$ cat config.mk
export PLATFORM = sky130hd
export DESIGN_NAME = tx_8b10b_encoder
export DESIGN_NICKNAME = d
export VERILOG_FILES = /design/src/rtl/enc8b10b_pkg.sv /design/src/rtl/enc_6b.sv /design/src/rtl/enc_4b.sv /design/src/rtl/enc_slot.sv /design/src/rtl/tx_8b10b_encoder.sv
export SDC_FILE = /design/constraint.sdc
export NUM_CORES = 1
export LEC_CHECK = 0
export BUFFER_PORTS_ARGS = -buffer_cell sky130_fd_sc_hd__buf_4
export CAP_MARGIN = 40
export CORE_UTILIZATION = 50
export DETAILED_ROUTE_END_ITERATION = 6
export HOLD_SLACK_MARGIN = 0.03
export PLACE_DENSITY = 0.83
export REMOVE_ABC_BUFFERS = 1
export SLEW_MARGIN = 20
export SYNTH_ARGS = -nofsm -noshare
export SYNTH_HDL_FRONTEND = slang
export SYNTH_SLANG_ARGS = --single-unit
$ cat constraint.sdc
create_clock -name clk -period 31.5 [get_ports clk]
set_input_delay 1.575 -clock clk [delete_from_list [all_inputs] [get_ports clk]]
set_output_delay 1.575 -clock clk [all_outputs]
set_load 0.01 [all_outputs]
$ cat src/rtl/enc8b10b_pkg.sv
package enc8b10b_pkg;

    typedef enum logic [1:0] {
        ST_HOLD_COMMA  = 2'd0,
        ST_DATA        = 2'd1,
        ST_AFTER_COMMA = 2'd2
    } enc_state_e;

    localparam logic [7:0] BYTE_K28_5 = 8'hBC;
    localparam logic [7:0] BYTE_D21_5 = 8'hB5;
    localparam logic [7:0] BYTE_D2_2  = 8'h42;
    localparam logic [7:0] BYTE_D16_2 = 8'h50;
    localparam logic [7:0] BYTE_D5_6  = 8'hC5;

    // Comma in both forms, already in line order (bit 0 = a).
    localparam logic [9:0] COMMA_NEG = 10'b0101111100;
    localparam logic [9:0] COMMA_POS = 10'b1010000011;

    function automatic logic ctrl_is_valid(input logic [7:0] b);
        logic [4:0] x;
        logic [2:0] y;
        x = b[4:0];
        y = b[7:5];
        return (x == 5'd28) ||
               ((y == 3'd7) && ((x == 5'd23) || (x == 5'd27) ||
                                (x == 5'd29) || (x == 5'd30)));
    endfunction

    // 5b/6b value for negative disparity, written order: MSB is a.
    function automatic logic [5:0] six_neg(input logic [4:0] x);
        logic [5:0] w;
        unique case (x)
            5'd0:  w = 6'b100111;
            5'd1:  w = 6'b011101;
            5'd2:  w = 6'b101101;
            5'd3:  w = 6'b110001;
            5'd4:  w = 6'b110101;
            5'd5:  w = 6'b101001;
            5'd6:  w = 6'b011001;
            5'd7:  w = 6'b111000;
            5'd8:  w = 6'b111001;
            5'd9:  w = 6'b100101;
            5'd10: w = 6'b010101;
            5'd11: w = 6'b110100;
            5'd12: w = 6'b001101;
            5'd13: w = 6'b101100;
            5'd14: w = 6'b011100;
            5'd15: w = 6'b010111;
            5'd16: w = 6'b011011;
            5'd17: w = 6'b100011;
            5'd18: w = 6'b010011;
            5'd19: w = 6'b110010;
            5'd20: w = 6'b001011;
            5'd21: w = 6'b101010;
            5'd22: w = 6'b011010;
            5'd23: w = 6'b111010;
            5'd24: w = 6'b110011;
            5'd25: w = 6'b100110;
            5'd26: w = 6'b010110;
            5'd27: w = 6'b110110;
            5'd28: w = 6'b001110;
            5'd29: w = 6'b101110;
            5'd30: w = 6'b011110;
            default: w = 6'b101011;
        endcase
        return w;
    endfunction

    // 3b/4b value for negative disparity, written order: MSB is f.
    function automatic logic [3:0] four_neg(input logic [2:0] y);
        logic [3:0] w;
        unique case (y)
            3'd0: w = 4'b1011;
            3'd1: w = 4'b1001;
            3'd2: w = 4'b0101;
            3'd3: w = 4'b1100;
            3'd4: w = 4'b1101;
            3'd5: w = 4'b1010;
            3'd6: w = 4'b0110;
            default: w = 4'b1110;
        endcase
        return w;
    endfunction

endpackage

$ cat src/rtl/enc_6b.sv
module enc_6b
    import enc8b10b_pkg::*;
(
    input  logic [4:0] x_in,
    input  logic       is_k28,
    input  logic       rd_in,
    output logic [5:0] six_out,
    output logic       rd_mid
);
    logic [5:0] base_w;
    logic [5:0] sel_w;
    logic       unbal;

    always_comb begin
        base_w = is_k28 ? 6'b001111 : six_neg(x_in);
        unbal  = ($countones(base_w) != 3);
        // Positive disparity takes the complement for unbalanced entries and D7.
        sel_w  = (rd_in && (unbal || (x_in == 5'd7))) ? ~base_w : base_w;
        rd_mid = unbal ? ~rd_in : rd_in;
        for (int k = 0; k < 6; k++) begin
            six_out[k] = sel_w[5 - k];
        end
    end
endmodule

$ cat src/rtl/enc_4b.sv
module enc_4b
    import enc8b10b_pkg::*;
(
    input  logic [2:0] y_in,
    input  logic       is_k28,
    input  logic       use_alt,
    input  logic       rd_mid,
    output logic [3:0] four_out,
    output logic       rd_out
);
    logic [3:0] base_w;
    logic [3:0] sel_w;
    logic       unbal;
    logic       k_flip;

    always_comb begin
        base_w = use_alt ? 4'b0111 : four_neg(y_in);
        unbal  = ($countones(base_w) != 2);
        // Balanced K28 tails invert when the 6b part left disparity negative.
        k_flip = is_k28 && !rd_mid &&
                 ((y_in == 3'd1) || (y_in == 3'd2) || (y_in == 3'd5) || (y_in == 3'd6));
        if (rd_mid && (unbal || (y_in == 3'd3))) begin
            sel_w = ~base_w;
        end else if (k_flip) begin
            sel_w = ~base_w;
        end else begin
            sel_w = base_w;
        end
        rd_out = unbal ? ~rd_mid : rd_mid;
        for (int k = 0; k < 4; k++) begin
            four_out[k] = sel_w[3 - k];
        end
    end
endmodule

$ cat src/rtl/enc_slot.sv
module enc_slot
    import enc8b10b_pkg::*;
(
    input  logic [7:0] byte_in,
    input  logic       ctrl_in,
    input  logic       rd_in,
    output logic [9:0] code,
    output logic       rd_out
);
    logic [4:0] x;
    logic [2:0] y;
    logic       is_k28;
    logic       rd_mid;
    logic       use_alt;
    logic [5:0] six_w;
    logic [3:0] four_w;

    assign x      = byte_in[4:0];
    assign y      = byte_in[7:5];
    assign is_k28 = ctrl_in && (x == 5'd28);

    enc_6b u_six (
        .x_in    (x),
        .is_k28  (is_k28),
        .rd_in   (rd_in),
        .six_out (six_w),
        .rd_mid  (rd_mid)
    );

    // Alternate x.7 avoids a run of five equal bits across the sub-block seam.
    always_comb begin
        use_alt = (y == 3'd7) &&
                  (ctrl_in ||
                   (!rd_mid && ((x == 5'd17) || (x == 5'd18) || (x == 5'd20))) ||
                   ( rd_mid && ((x == 5'd11) || (x == 5'd13) || (x == 5'd14))));
    end

    enc_4b u_four (
        .y_in     (y),
        .is_k28   (is_k28),
        .use_alt  (use_alt),
        .rd_mid   (rd_mid),
        .four_out (four_w),
        .rd_out   (rd_out)
    );

    assign code = {four_w, six_w};
endmodule

$ cat src/rtl/tx_8b10b_encoder.sv
module tx_8b10b_encoder
    import enc8b10b_pkg::*;
#(
    parameter int LANES = 2
) (
    input  logic                 clk,
    input  logic                 rst,
    input  logic [8*LANES-1:0]   tx_byte,
    input  logic [LANES-1:0]     tx_is_ctrl,
    input  logic [LANES-1:0]     rd_force,
    input  logic [LANES-1:0]     rd_force_val,
    output logic [10*LANES-1:0]  code_out,
    output logic [LANES-1:0]     ctrl_err
);
    localparam int BW = 8 * LANES;
    localparam int CW = 10 * LANES;

    enc_state_e         state_q, state_d;
    logic               rd_q;
    logic [CW-1:0]      code_q;
    logic [LANES-1:0]   err_q;

    logic [LANES:0]     rd_chain;
    logic [LANES:0]     comma_chain;
    logic [LANES-1:0]   idle_hit;
    logic [LANES-1:0]   kerr;
    logic [CW-1:0]      code_d;

    // Output process: what the state tells lane 0 about the previous group.
    always_comb begin
        unique case (state_q)
            ST_AFTER_COMMA: comma_chain[0] = 1'b1;
            ST_DATA:        comma_chain[0] = 1'b0;
            default:        comma_chain[0] = 1'b0;
        endcase
    end

    assign rd_chain[0] = rd_q;

    for (genvar i = 0; i < LANES; i++) begin : g_lane
        logic [7:0] raw_b;
        logic [7:0] use_b;
        logic       k_ok;
        logic       rd_start;

        assign raw_b    = tx_byte[8*i +: 8];
        assign k_ok     = tx_is_ctrl[i] && ctrl_is_valid(raw_b);
        assign kerr[i]  = tx_is_ctrl[i] && !ctrl_is_valid(raw_b);
        assign rd_start = rd_force[i] ? rd_force_val[i] : rd_chain[i];

        assign idle_hit[i] = comma_chain[i] && !tx_is_ctrl[i] &&
                             (raw_b != BYTE_D21_5) && (raw_b != BYTE_D2_2);
        assign use_b = idle_hit[i] ? (rd_start ? BYTE_D16_2 : BYTE_D5_6) : raw_b;

        enc_slot u_slot (
            .byte_in (use_b),
            .ctrl_in (k_ok),
            .rd_in   (rd_start),
            .code    (code_d[10*i +: 10]),
            .rd_out  (rd_chain[i+1])
        );

        assign comma_chain[i+1] = k_ok && (raw_b == BYTE_K28_5);

        AST_IDLE_ENDS_NEG: assert property (@(posedge clk) disable iff (rst)
            idle_hit[i] |-> !rd_chain[i+1]);

        AST_GROUP_WEIGHT: assert property (@(posedge clk) disable iff (rst)
            ($countones(code_q[10*i +: 6]) >= 2) && ($countones(code_q[10*i +: 6]) <= 4) &&
            ($countones(code_q[10*i+6 +: 4]) >= 1) && ($countones(code_q[10*i+6 +: 4]) <= 3));

        AST_KERR_NEEDS_FLAG: assert property (@(posedge clk) disable iff (rst)
            err_q[i] |-> $past(tx_is_ctrl[i]));
    end

    // Next-state logic.
    always_comb begin
        unique case (state_q)
            ST_HOLD_COMMA,
            ST_DATA,
            ST_AFTER_COMMA: state_d = comma_chain[LANES] ? ST_AFTER_COMMA : ST_DATA;
            default:        state_d = ST_DATA;
        endcase
    end

    // State register and registered outputs.
    always_ff @(posedge clk or posedge rst) begin
        if (rst) begin
            state_q <= ST_HOLD_COMMA;
            rd_q    <= 1'b0;
            err_q   <= '0;
            for (int i = 0; i < LANES; i++) begin
                code_q[10*i +: 10] <= (i % 2 == 1) ? COMMA_POS : COMMA_NEG;
            end
        end else begin
            state_q <= state_d;
            rd_q    <= rd_chain[LANES];
            err_q   <= kerr;
            code_q  <= code_d;
        end
    end

    assign code_out = code_q;
    assign ctrl_err = err_q;

    AST_RESET_COMMA: assert property (@(posedge clk)
        (rst && $past(rst)) |-> (code_q[9:0] == COMMA_NEG) && (err_q == '0));

    logic unused_bw;
    assign unused_bw = (BW == 0);
endmodule

# Yosys cells after proc, flatten, opt, wreduce, memory -nomap -nowiden
# Memories as Yosys holds them, arrays and structs flattened.
# Index checks and enable logic that the tools add are counted.
# word_totals
regBits	25
latch_bits	0
ramBits	0
rom_bits	384
output_inout_bits	22
memories	2
# classes
add_sub_neg	16
n_mul	0
div	0
order_cmp	0
n_eq_ne	54
shift	0
mux	25
n_bitwise	8
n_reduce_logical	70
# memory_table
memory	words	width	rd	rd_ports_with_merged_regs	wr	line	source
(no name shown)	32	6	1	0	0	enc8b10b_pkg.sv:32	unique case (x)
(no name shown)	32	6	1	0	0	enc8b10b_pkg.sv:32	
# ops
cell	count
5-bit equality test (second input constant)	18
4-bit case mux with 7 select lines	2
8-bit two-way mux	4
3-bit equality test (second input constant)	10
5-bit by 4-bit equality test with 1-bit output (second input constant)	6
1-bit logical AND	30
1-bit logical OR	30
4-bit two-way mux	6
6-bit two-way mux	4
1-bit by 1-bit adder with 2-bit output	10
8-bit equality test (second input constant)	2
8-bit by 7-bit inequality test with 1-bit output (second input constant)	2
8-bit inequality test (second input constant)	2
2-bit by 2-bit adder with 3-bit output	4
3-bit by 2-bit equality test with 1-bit output (second input constant)	4
6-bit inverter	2
5-bit by 3-bit equality test with 1-bit output (second input constant)	2
3-bit by 2-bit adder with 4-bit output	2
4-bit by 2-bit inequality test with 1-bit output (second input constant)	2
4-bit inverter	2
1-bit two-way mux	7
3-bit by 1-bit equality test with 1-bit output (second input constant)	2
1-bit logical NOT	6
3-bit logical NOT	2
other kinds (7)	12

# Longest topological paths before layout
# Gate-level depths: netlist (run 1).
# logic_depth
word_depth	47
mapped_depth	60
ltp_nobuf	58

# Cells and area by module
# Synthesis (run 1) repeated with hierarchy kept, for this count alone.
# unflattened
hier_cells	301
area_unflattened_um2	2852.7
# by_module_without_submodules
module	n_inst	cells_each	area_per_inst_um2
tx_8b10b_encoder	1	81	1084.8
enc_6b (g_lane[0].u_slot.u_six)	1	75	608.1
enc_6b (g_lane[1].u_slot.u_six)	1	73	604.3
enc_4b	2	24	190.2
enc_slot	2	12	87.6

# Least setup slack after synthesis (run 1)
# OpenSTA, ideal clock, no wires.
# synth_path
path_kind	input to register
from	input port tx_byte[5]
to	register code_q[16] (netlist: code_out[16])
setup_ns	0.082
arrival_ns	14.709
required_time_ns	31.418
slack_ns	16.709
cell_stages	60
path_buffers	2
path_cell_list	buf_2 > nand4_1 > or4b_1 > a21oi_2 > nand2b_1 > buf_4 > nand2_1 > inv_1 > ha_1 > nor2_1 > a21oi_1 > nor2_1 > mux2i_1 > o211ai_1 > a21boi_1 > fa_1 > fa_1 > inv_1 > (+24 left out) > fa_1 > fa_1 > inv_1 > ha_1 > inv_1 > fa_1 > nand3b_1 > xnor2_4 > a311o_1 > a21oi_2 > a21o_4 > fa_1 > ha_1 > ha_1 > nor3b_1 > o21ai_0 > o21ai_1 > xnor2_1
# synth_via
elab_chain_cells	45
word_cells_on_any_way	112
classes_between	add/sub: 16; eq/ne: 36; mux: 15; bitwise: 3; reduce/logical: 40; memory: 2
# synth_rtl
element	line	source
start: declaration	tx_8b10b_encoder.sv:8	input logic [8*LANES-1:0] tx_byte,
parallel branches: the longest is 44 deep, another holds memory 32 x 6 bit	--	
4-bit two-way mux *	enc_4b.sv:22	if (rd_mid && (unbal || (y_in == 3'd3))) begin
named net code_d[16]	tx_8b10b_encoder.sv:27	logic [CW-1:0] code_d;
end signal: indexed assignment	tx_8b10b_encoder.sv:93	code_q[10*i +: 10] <= (i % 2 == 1) ? COMMA_POS : COMMA_NEG;
end signal: assignment	tx_8b10b_encoder.sv:99	code_q <= code_d;
end: declaration	tx_8b10b_encoder.sv:20	logic [CW-1:0] code_q;
# Mark *: on every way through the listed nets, which the timed path passes.

# Worst setup path in the final report (run 1)
# layout_path
from	input port tx_byte[2]
to	register code_q[18] (netlist: code_out[18])
# layout_via
elab_chain_cells	47
word_cells_on_any_way	119
classes_between	add/sub: 16; eq/ne: 40; mux: 15; bitwise: 3; reduce/logical: 43; memory: 2
# layout_rtl
element	line
parallel branches: the longest is 46 deep, another holds memory 32 x 6 bit	--
4-bit two-way mux *	enc_4b.sv:22
named net code_d[18]	tx_8b10b_encoder.sv:27
# Marked as above.

==> run_results.csv, run 1 <==
group,metric,value,unit
power,total_power,0.191,mW
drt,drt-total-wl,7030,µm
drt,detailroute.via_count,2705,
synth,synthesis.instances,346,
grt,grt.overflow.total,0,
sta,period_needed,16.30,ns
critical_path,critPathLaunchType,"input port",
clock_network,clk_transition_reported_paths,0.09,ns
power,cellPowerDensity,57.3,mW/mm²
status,status,"finished, final reports clean",
grt,met2_use_gr,41.5,%
sta,skew,0.0112,ns
critical_path,critical_path_peak_fanout,25,
power,power.leakage,1.42,nW
power,power_switching,0.0742,mW
drt,drt_drc_violations_left,0,
layout,design.final.nets,431,
critical_path,critical_path.max_stage_delay,0.55,ns
min_path,timing.hold.worst.class,"reg -> reg",
power,power_frac_comb,60.4,%
clock_network,cts.repair_timing.setup_buffer_count,0,
synth,synth_most_common_cell,"nor2_1",
power,vdd_ir_drop_max,0.0416,mV
floorplanning,core_area,0.00557,mm²
drt,drt-vias-per-instance,6.04,
layout,final_layout_size_suffix_gt1_share,21.3,%
power,clock_power_share,10.2,%
sta,worstMarginPinSlew,0.794,ns
sta,max_slew_violation_total_from_the_final_report,0,
drt,routed_len_inst,15.7,µm
power,power.sequential.fraction,29.4,%
sta,max-slew-margin-rel,47.0,%
floorplanning,rows,27,
clock_network,cts_repair_resize_count,0,
grt,grt_antenna_before_repair,0,
sta,final-setup-viol-count,0,
clock_network,clock_sink_count,25,
layout,nFillCells,515,
place,placedInstanceArea,0.00328,mm²
synth,yosys_register_bits,25,
grt,grt_use_met3,3.37,%
sta,holdWs,0.521,ns
critical_path,worstSetupEndpointType,"flip-flop",
synth,yosys-top-cells-count,"32 x nor2_1, 24 x a21oi_1, 24 x nand2_1, 22 x ha_1, 21 x o21ai_0",
floorplanning,dieHeight,78.6,µm
place,place_worst_setup_slack,14.99,ns
synth,yosysUniqueCellTypes,68,
layout,area_delta_synth_final,13.4,%
floorplanning,io_pins,46,
drt,route.antenna.remaining_nets,0,
sta,finalSetupTns,0,ns
grt,via_count_of_the_first_global_routing_pass,2547,
critical_path,worst_ep_required_time,31.70,ns
clock_network,ctsHoldBuffers,0,
synth,async_flop_share,100,%
synth,post-synth-top-area-cell,"dfrtp_1",
synth,synth_enable_flop_cells,0,
clock_network,insertion_delay,0.28,ns
synth,syn_avg_cell_area,8.48,µm²
floorplanning,start_util,52.6,%
place,hpwlAfterDp,5440,µm
grt,maximum_number_of_pins_on_one_net_before_global_route_repair,26,
critical_path,crit_path_top_delay_cell,"fa_1",
sta,finalHoldViolCount,0,
drt,dr.first_iter.drc_count,220,
layout,area_used_by_multi_input_combinational_logic,0.00213,mm²
synth,synth_top_area_share,12.8,%
grt,grt_first_pass_wirelength,12200,µm
job,drv_cap,0,
place,place.port_buffers,45,
sta,max_freq,61.3,MHz
clock_network,number_of_clock_buffers_inserted_by_tritoncts,3,
synth,share_of_synthesized_area_occupied_by_flip_flops_and_latches,21.7,%
place,place_congestion,0.950,
clock_network,cts_tree,"built",
synth,syn-cell-area,0.00293,mm²
grt,grt_busiest_layer,"met2",
synth,yosys_warnings,0,
power,power.switching_fraction,38.9,%
clock_network,clk_root_buffer_cell,"clkbuf_8",
layout,diodes,0,
layout,final_cell_area,0.00333,mm²
grt,grt.total_usage,24.7,%
power,cellInternalPower,0.117,mW
synth,synth_top_flop_cell,"dfrtp_1",
clock_network,clockBufferDepth,2,
floorplanning,die_x,78.6,µm
synth,post_synth_main_area_contributors,"dfrtp_1 13%, ha_1 9.4%, dfstp_2 9.0%",
floorplanning,floorplan.die_area,0.00618,mm²
sta,rsz_0062_raised_after_global_routing,"false",
layout,area.sequential,638,µm²
clock_network,cts.htree.levels,1,
critical_path,arrival,16.51,ns
drt,drt_first_pass_iters,5,
sta,worst_slack,15.20,ns
sta,period_share,51.7,%
critical_path,timing.setup.critical_path_class,"in -> reg",
grt,grtUsageMet1,32.1,%
==> cell type report <==
| type | instances | area share (%) |
|---|---|---|
| multi-input cells | 282 | 64.0 |
| inverters | 19 | 2.14 |
| well taps | 72 | 2.71 |
| clock buffers | 4 | 1.35 |
| flip-flops and latches | 25 | 19.2 |
| repair buffers | 46 | 10.6 |
==> power by group through the flow <==
stage	clock network (mW)	registers (mW)	logic, mW
4_1_cts	0.0198	0.0564	0.116
5_1_grt	0.0217	0.0576	0.128
6_report	0.0195	0.0562	0.115
2_1_floorplan	0	0.0638	0.0689
3_5_place_dp	0	0.0568	0.116
3_3_place_gp	0	0.0564	0.112
==> worst max-delay path: cells and delay by family <==
kind	cells	cell delay, ns
buffers and inverters	8	0.93
XOR/XNOR	4	1.01
AND/OR/NAND/NOR	14	3.46
AO/OA/AOI/OAI	15	3.39
multiplexers	2	0.48
adder cells (fa/ha/maj)	16	5.64
==> placed cells by master (no fill, tap or decap), drive strengths merged, types with 5 or more instances in the layout <==
cell type / instances
a21oi: 30
buf: 46
dfrtp: 15
dfstp: 10
fa: 8
ha: 22
inv: 19
mux2i: 10
nand2: 25
nand3: 9
nand4: 5
nor2: 32
nor2b: 7
nor3: 12
o21ai: 25
xnor2: 16
xor2: 11
==> kinds of logic (layout without fill, tap and decap cells) <==
group / Yosys count / in the layout / synth area share (%)
flops: 25 / 25 / 21.7
mux: 12 / 12 / 4.73
compound gates: 95 / 95 / 23.0
fa+ha+maj: 30 / 30 / 14.8
xor+xnor: 28 / 28 / 9.72
simple gates: 117 / 117 / 20.3
buf+inv: 39 / 69 / 5.63
==> sequential cells by signal, indices dropped and copies added (netlist names) <==
| name | flops |
|---|---|
| code_out | 20 |
| rd_q | 1 |
| state_q | 2 |
| ctrl_err | 2 |
==> per-layer routing <==
layer | wire [µm] | share of wire [%]
met3 | 444 | 6.3
met2 | 3420 | 49
met1 | 3020 | 43
met5 | 0 | 0
met4 | 140 | 2.0
==> worst paths after layout <==
kind / to / cells past startpoint / slack (ns) / start
worst min register to register: state_q[1] / 1 / 0.52 / state_q[0]
min in group asynchronous: code_out[1] / 2 / 1.28 / rst
worst max register to register: code_out[18] / 56 / 16.54 / state_q[0]
worst min-delay path: state_q[1] / 1 / 0.52 / state_q[0]
max in group asynchronous: code_out[11] / 3 / 29.69 / rst
worst max-delay path: code_out[18] / 59 / 15.20 / tx_byte[2]
==> stage by stage <==
| step | util (%) | cells |
|---|---|---|
| finish | 59.7 | 448 |
| global route | 59.7 | 448 |
| CTS | 59.7 | 448 |
| detailed placement | 58.9 | 444 |
| global placement | 58.6 | 443 |
| floorplan | - | 326 |
(Power assumes the default switching activity.)
==> run 2, diff against run 1 <==
==> constraint.sdc (replaced) <==
create_clock -name clk -period 15.3 [get_ports clk]
set_input_delay 0.765 -clock clk [delete_from_list [all_inputs] [get_ports clk]]
set_output_delay 0.765 -clock clk [all_outputs]
set_load 0.01 [all_outputs]
==> run 2 against run 1 <==
Sequential cell count did not move; via count rose by 0.22%; core utilization rose by 1.5 points; count of clock-buffer cells in the layout fell by 1; non-clock buffer count rose by 8; sequential share of layout area fell by 0.46 points; first-iteration DRC count rose by 37%; wire length rose by 1.4%; die area did not move; hold slack got worse by 0.043 ns.
==> run_results.csv, run 2 (synthesized netlist as in run 1, its figures left out) <==
group,metric,value,unit
critical_path,critical_path.max_stage_delay,0.55,ns
drt,drt_drc_violations_left,0,
clock_network,cts_tree,"built",
critical_path,timing.setup.critical_path_class,"in -> reg",
layout,layout_commonest_cell,"buf_4",
critical_path,critical_path_peak_fanout,25,
grt,maximum_number_of_pins_on_one_net_before_global_route_repair,26,
layout,diodes,0,
grt,grt_antenna_before_repair,0,
layout,final_core_utilization,61.2,%
layout,largest_register_ffs,20,
floorplanning,start_util,52.6,%
drt,wl_met3,425,µm
sta,rsz_0062_raised_after_global_routing,"false",
drt,route.antenna.remaining_nets,0,
critical_path,worstSetupEndpointType,"flip-flop",
clock_network,cts_repair_resize_count,0,
status,status,"finished, final reports clean",
place,placedInstanceArea,0.00334,mm²
power,cellInternalPower,0.252,mW
critical_path,ff2ff_setup_slack,1.45,ns
drt,detailroute.via_count,2711,
layout,final_cell_area,0.00341,mm²
sta,max_freq,69.8,MHz
grt,via_count_of_the_first_global_routing_pass,2609,
power,cellPowerDensity,120,mW/mm²
drt,dr.first_iter.drc_count,302,
critical_path,crit_path_top_delay_cell,"fa_1",
drt,route.layer.met1.wl,3030,µm
clock_network,cts.htree.levels,1,
floorplanning,rows,27,
layout,mostFrequentLayoutCells,"53 x buf_4, 32 x nor2_1, 24 x nand2_1, 24 x a21oi_1",
place,place_congestion,0.958,
floorplanning,io_pins,46,
clock_network,clk_root_buffer_cell,"clkbuf_8",
grt,grt.overflow.total,0,
drt,wire_length_on_met2,3530,µm
clock_network,number_of_clock_buffers_inserted_by_tritoncts,3,
power,vdd_ir_drop_max,0.0720,mV
sta,final-setup-viol-count,0,
place,hpwlAfterDp,5520,µm
power,power.leakage,1.46,nW
clock_network,clockBufferDepth,2,
clock_network,clk_transition_reported_paths,0.09,ns
power,power.sequential.fraction,28.0,%
power,power.switching_fraction,38.7,%
drt,drt_first_pass_iters,5,
job,drv_cap,0,
clock_network,ctsHoldBuffers,0,
grt,grt.total_usage,24.3,%
critical_path,critPathLaunchType,"input port",
drt,routed_len_inst,15.6,µm
power,clock_power_share,9.6,%
floorplanning,core_area,0.00557,mm²
place,place.port_buffers,45,
layout,area_delta_synth_final,16.2,%
sta,max_slew_violation_total_from_the_final_report,0,
layout,nFillCells,511,
sta,worstMarginPinSlew,0.725,ns
clock_network,clock_sink_count,25,
sta,period_share,93.6,%
sta,skew,0.00475,ns
sta,max-slew-margin-rel,51.5,%
min_path,timing.hold.worst.class,"in -> async",
drt,highest_signal_layer_in_the_routed_design,"met4",
drt,drt-total-wl,7120,µm
grt,grt_first_pass_wirelength,12100,µm
clock_network,insertion_delay,0.27,ns
critical_path,arrival,14.51,ns
floorplanning,die_x,78.6,µm
drt,drt-vias-per-instance,5.95,
sta,finalHoldViolCount,0,
power,power_frac_comb,62.5,%
layout,final_layout_size_suffix_gt1_share,24.5,%
sta,finalSetupTns,0,ns
clock_network,cts.repair_timing.setup_buffer_count,0,
floorplanning,dieHeight,78.6,µm
sta,period_needed,14.33,ns
floorplanning,floorplan.die_area,0.00618,mm²
critical_path,worst_ep_required_time,15.49,ns
layout,design.final.nets,439,
power,power_switching,0.159,mW
-- run 2: stage by stage --
stage	hold WS, ns	power, mW	cells	setup slack [ns]
finish	0.478	0.411	456	0.973
global route	0.508	0.443	456	0.0664
CTS	0.493	0.411	456	0.749
detailed placement	0.525	0.371	452	0.541
global placement	0.507	0.362	451	0.935
floorplan	0.480	0.273	326	1.40
-- run 2: power groups by stage --
| stage | Combinational [mW] | Sequential [mW] | Clock (mW) |
|---|---|---|---|
| global route | 0.281 | 0.118 | 0.0431 |
| global placement | 0.246 | 0.116 | 0 |
| detailed placement | 0.255 | 0.116 | 0 |
| floorplan | 0.142 | 0.131 | 0 |
| finish | 0.256 | 0.115 | 0.0393 |
| CTS | 0.256 | 0.115 | 0.0401 |
-- run 2: critical path: cells and delay by family --
family                   cells  cell delay [ns]
AND/OR/NAND/NOR             13             2.69
XOR/XNOR                     4             0.94
buffers and inverters        9             1.01
adder cells (fa/ha/maj)     16             5.65
multiplexers                 2             0.45
AO/OA/AOI/OAI               14             2.98
-- run 2: layer usage --
| metal | track usage, % | vias to the layer above |
|---|---|---|
| met2 | 42.3 | 116 |
| met1 | 31.1 | 1266 |
| met4 | 7.59 | 0 |
| met3 | 3.14 | 19 |
| met5 | 0 | - |
| li1 | - | 1310 |
-- run 2: path summary, 6_finish.rpt --
path	from	endpoint	cells after the start
max in group asynchronous	rst	code_out[10]	3
min in group clk	state_q[1]	state_q[1]	1
worst max register to register	state_q[0]	code_out[16]	57
worst min register to register	state_q[1]	state_q[1]	1
worst min-delay path	rst	code_out[0]	2
worst max-delay path	tx_byte[2]	code_out[16]	58
-- run 2: layout make-up --
class | instances | area [µm²] | share of cell area (%)
Clock buffer | 3 | 41.3 | 1.21
Clock inverter | 1 | 5.00 | 0.147
Inverter | 19 | 71.3 | 2.09
Multi-Input combinational cell | 282 | 2150 | 63.1
Sequential cell | 25 | 638 | 18.7
Tap cell | 72 | 90.1 | 2.64
Timing Repair Buffer | 54 | 413 | 12.1
==> run 3, diff against run 2 <==
==> constraint.sdc (replaced) <==
create_clock -name clk -period 16.7 [get_ports clk]
set_input_delay 0.835 -clock clk [delete_from_list [all_inputs] [get_ports clk]]
set_output_delay 0.835 -clock clk [all_outputs]
set_load 0.01 [all_outputs]
==> run 3 against run 2 <==
Cell area down 2.3%; non-clock buffer count down 8; worst setup slack better by 0.045 ns; via count down 0.85%; critical path depth up 1; sequential share of layout area up 0.44 points; sequential cell count unchanged; cell count down 1.8%; first-iteration DRC count up 4.6%; register-to-register slack better by 0.30 ns; count of clock-buffer cells in the layout up 1; critical endpoint unchanged; largest power group unchanged.
==> run_results.csv, run 3 (synthesized netlist as in run 1, its figures left out) <==
group,metric,value,unit
status,status,"finished, final reports clean",
critical_path,ff2ff_setup_slack,1.75,ns
critical_path,worst_ep_required_time,16.90,ns
min_path,whs_endpoint,"state_q[1]",
clock_network,clockBufferDepth,2,
clock_network,ctsHoldBuffers,0,
sta,rsz_0062_raised_after_global_routing,"false",
layout,largest_register_ffs,20,
layout,area.sequential,638,µm²
critical_path,setup.worst_path.start,"tx_byte[2]",
min_path,hold_path_depth,1,
job,drv_cap,0,
power,cellPowerDensity,109,mW/mm²
sta,max-slew-margin-rel,52.3,%
critical_path,critPathLaunchType,"input port",
critical_path,critical_path_peak_fanout,25,
place,place_worst_setup_slack,0.731,ns
critical_path,critical_path.reg2reg.endpoint,"code_out[16]",
sta,final-setup-viol-count,0,
floorplanning,start_util,52.6,%
sta,finalHoldViolCount,0,
grt,maximum_number_of_pins_on_one_net_before_global_route_repair,26,
layout,design.final.nets,431,
place,place.port_buffers,45,
drt,drt_first_pass_iters,6,
layout,area_used_by_multi_input_combinational_logic,0.00213,mm²
critical_path,crit_path_top_delay_cell,"fa_1",
layout,final_layout_size_suffix_gt1_share,21.5,%
clock_network,cts_tree,"built",
floorplanning,rows,27,
drt,dr.first_iter.drc_count,316,
critical_path,reg2reg_depth,56,
clock_network,clock_sink_count,25,
critical_path,rr_startpoint,"state_q[0]",
clock_network,cts.repair_timing.setup_buffer_count,0,
sta,period_needed,15.68,ns
clock_network,number_of_clock_buffers_inserted_by_tritoncts,3,
drt,drt-vias-per-instance,6.00,
critical_path,crit_path_buffers_inverters,7,
min_path,hold_path.startpoint,"state_q[1]",
clock_network,cts.htree.levels,1,
sta,worst_slack,1.02,ns
place,place_congestion,0.926,
grt,grt.overflow.total,0,
drt,drt-total-wl,6760,µm
floorplanning,dieHeight,78.6,µm
critical_path,worstSetupEndpointType,"flip-flop",
floorplanning,floorplan.die_area,0.00618,mm²
critical_path,critical_path.max_stage_delay,0.56,ns
layout,layout_commonest_cell,"buf_4",
power,vdd_ir_drop_max,0.0678,mV
floorplanning,core_area,0.00557,mm²
critical_path,arrival,15.88,ns
clock_network,insertion_delay,0.27,ns
grt,grt_antenna_before_repair,0,
sta,max_slew_violation_total_from_the_final_report,0,
min_path,timing.hold.worst.class,"reg -> reg",
sta,max_freq,63.8,MHz
sta,worstMarginPinSlew,0.713,ns
sta,skew,0.00784,ns
grt,grt_first_pass_wirelength,11400,µm
power,total_power,0.363,mW
layout,mostFrequentLayoutCells,"45 x buf_4, 32 x nor2_1, 24 x nand2_1, 24 x a21oi_1, 22 x ha_1",
grt,grt.total_usage,22.9,%
critical_path,critPathTopFamily,"adder cells",
sta,finalSetupTns,0,ns
clock_network,cts_repair_resize_count,0,
layout,nFillCells,520,
place,hpwlAfterDp,5270,µm
floorplanning,die_x,78.6,µm
drt,route.antenna.remaining_nets,0,
clock_network,clk_transition_reported_paths,0.09,ns
layout,diodes,0,
drt,routed_len_inst,15.1,µm
floorplanning,io_pins,46,
clock_network,clk_root_buffer_cell,"clkbuf_8",
layout,area_delta_synth_final,13.6,%
power,power.leakage,1.42,nW
sta,period_share,93.9,%
critical_path,timing.setup.critical_path_class,"in -> reg",
drt,detailroute.via_count,2688,
grt,via_count_of_the_first_global_routing_pass,2473,
drt,drt_drc_violations_left,0,
-- run 3: final cells by class --
type	instances	share of cell area (%)
flip-flops and latches	25	19.2
repair buffers	46	10.6
well taps	72	2.70
inverters	19	2.14
multi-input cells	282	64.1
clock buffers	4	1.35
-- run 3: worst max path at each step --
stage,slack [ns],cells after the start,endpoint
final,1.02,59,code_out[16]
after global routing,0.09,59,code_out[16]
after CTS,0.99,59,code_out[18]
after detailed placement,0.73,59,code_out[18]
after global placement,1.12,59,code_out[16]
after floorplan,2.73,58,code_out[16]
-- run 3: routing by layer --
layer,track usage (%),up-vias,part of all wire [%]
li1,-,1297,-
met1,30.9,1268,44
met2,39.0,116,48
met3,2.67,7,6.9
met4,5.19,0,0.84
met5,0,-,0
-- run 3: report_power, final --
part	switching (mW)	total [mW]	internal [mW]
clock	0.0192	0.0363	0.0171
combinational	0.114	0.221	0.106
sequential	0.00819	0.106	0.0974
total	0.142	0.363	0.221
-- run 3: metrics by stage --
stage          hold WS, ns  area, µm²  util (%)  instances
6_report             0.529       3330      59.8        448
3_5_place_dp         0.525       3280      58.9        444
5_1_grt              0.574       3330      59.8        448
3_3_place_gp         0.508       3270      58.6        443
4_1_cts              0.538       3330      59.7        448
2_1_floorplan        0.480       2840         -        326
-- run 3: worst register-to-register path: cells and delay by family (launching register included) --
family	cells	cell delay, ns
AOI/OAI and AO/OA	15	3.37
xor gates and xnor gates	4	1.04
adders and majority gates	16	5.83
buffers and inverters	5	0.37
DFF	1	0.40
muxes	2	0.56
and+or+nand+nor	14	3.31
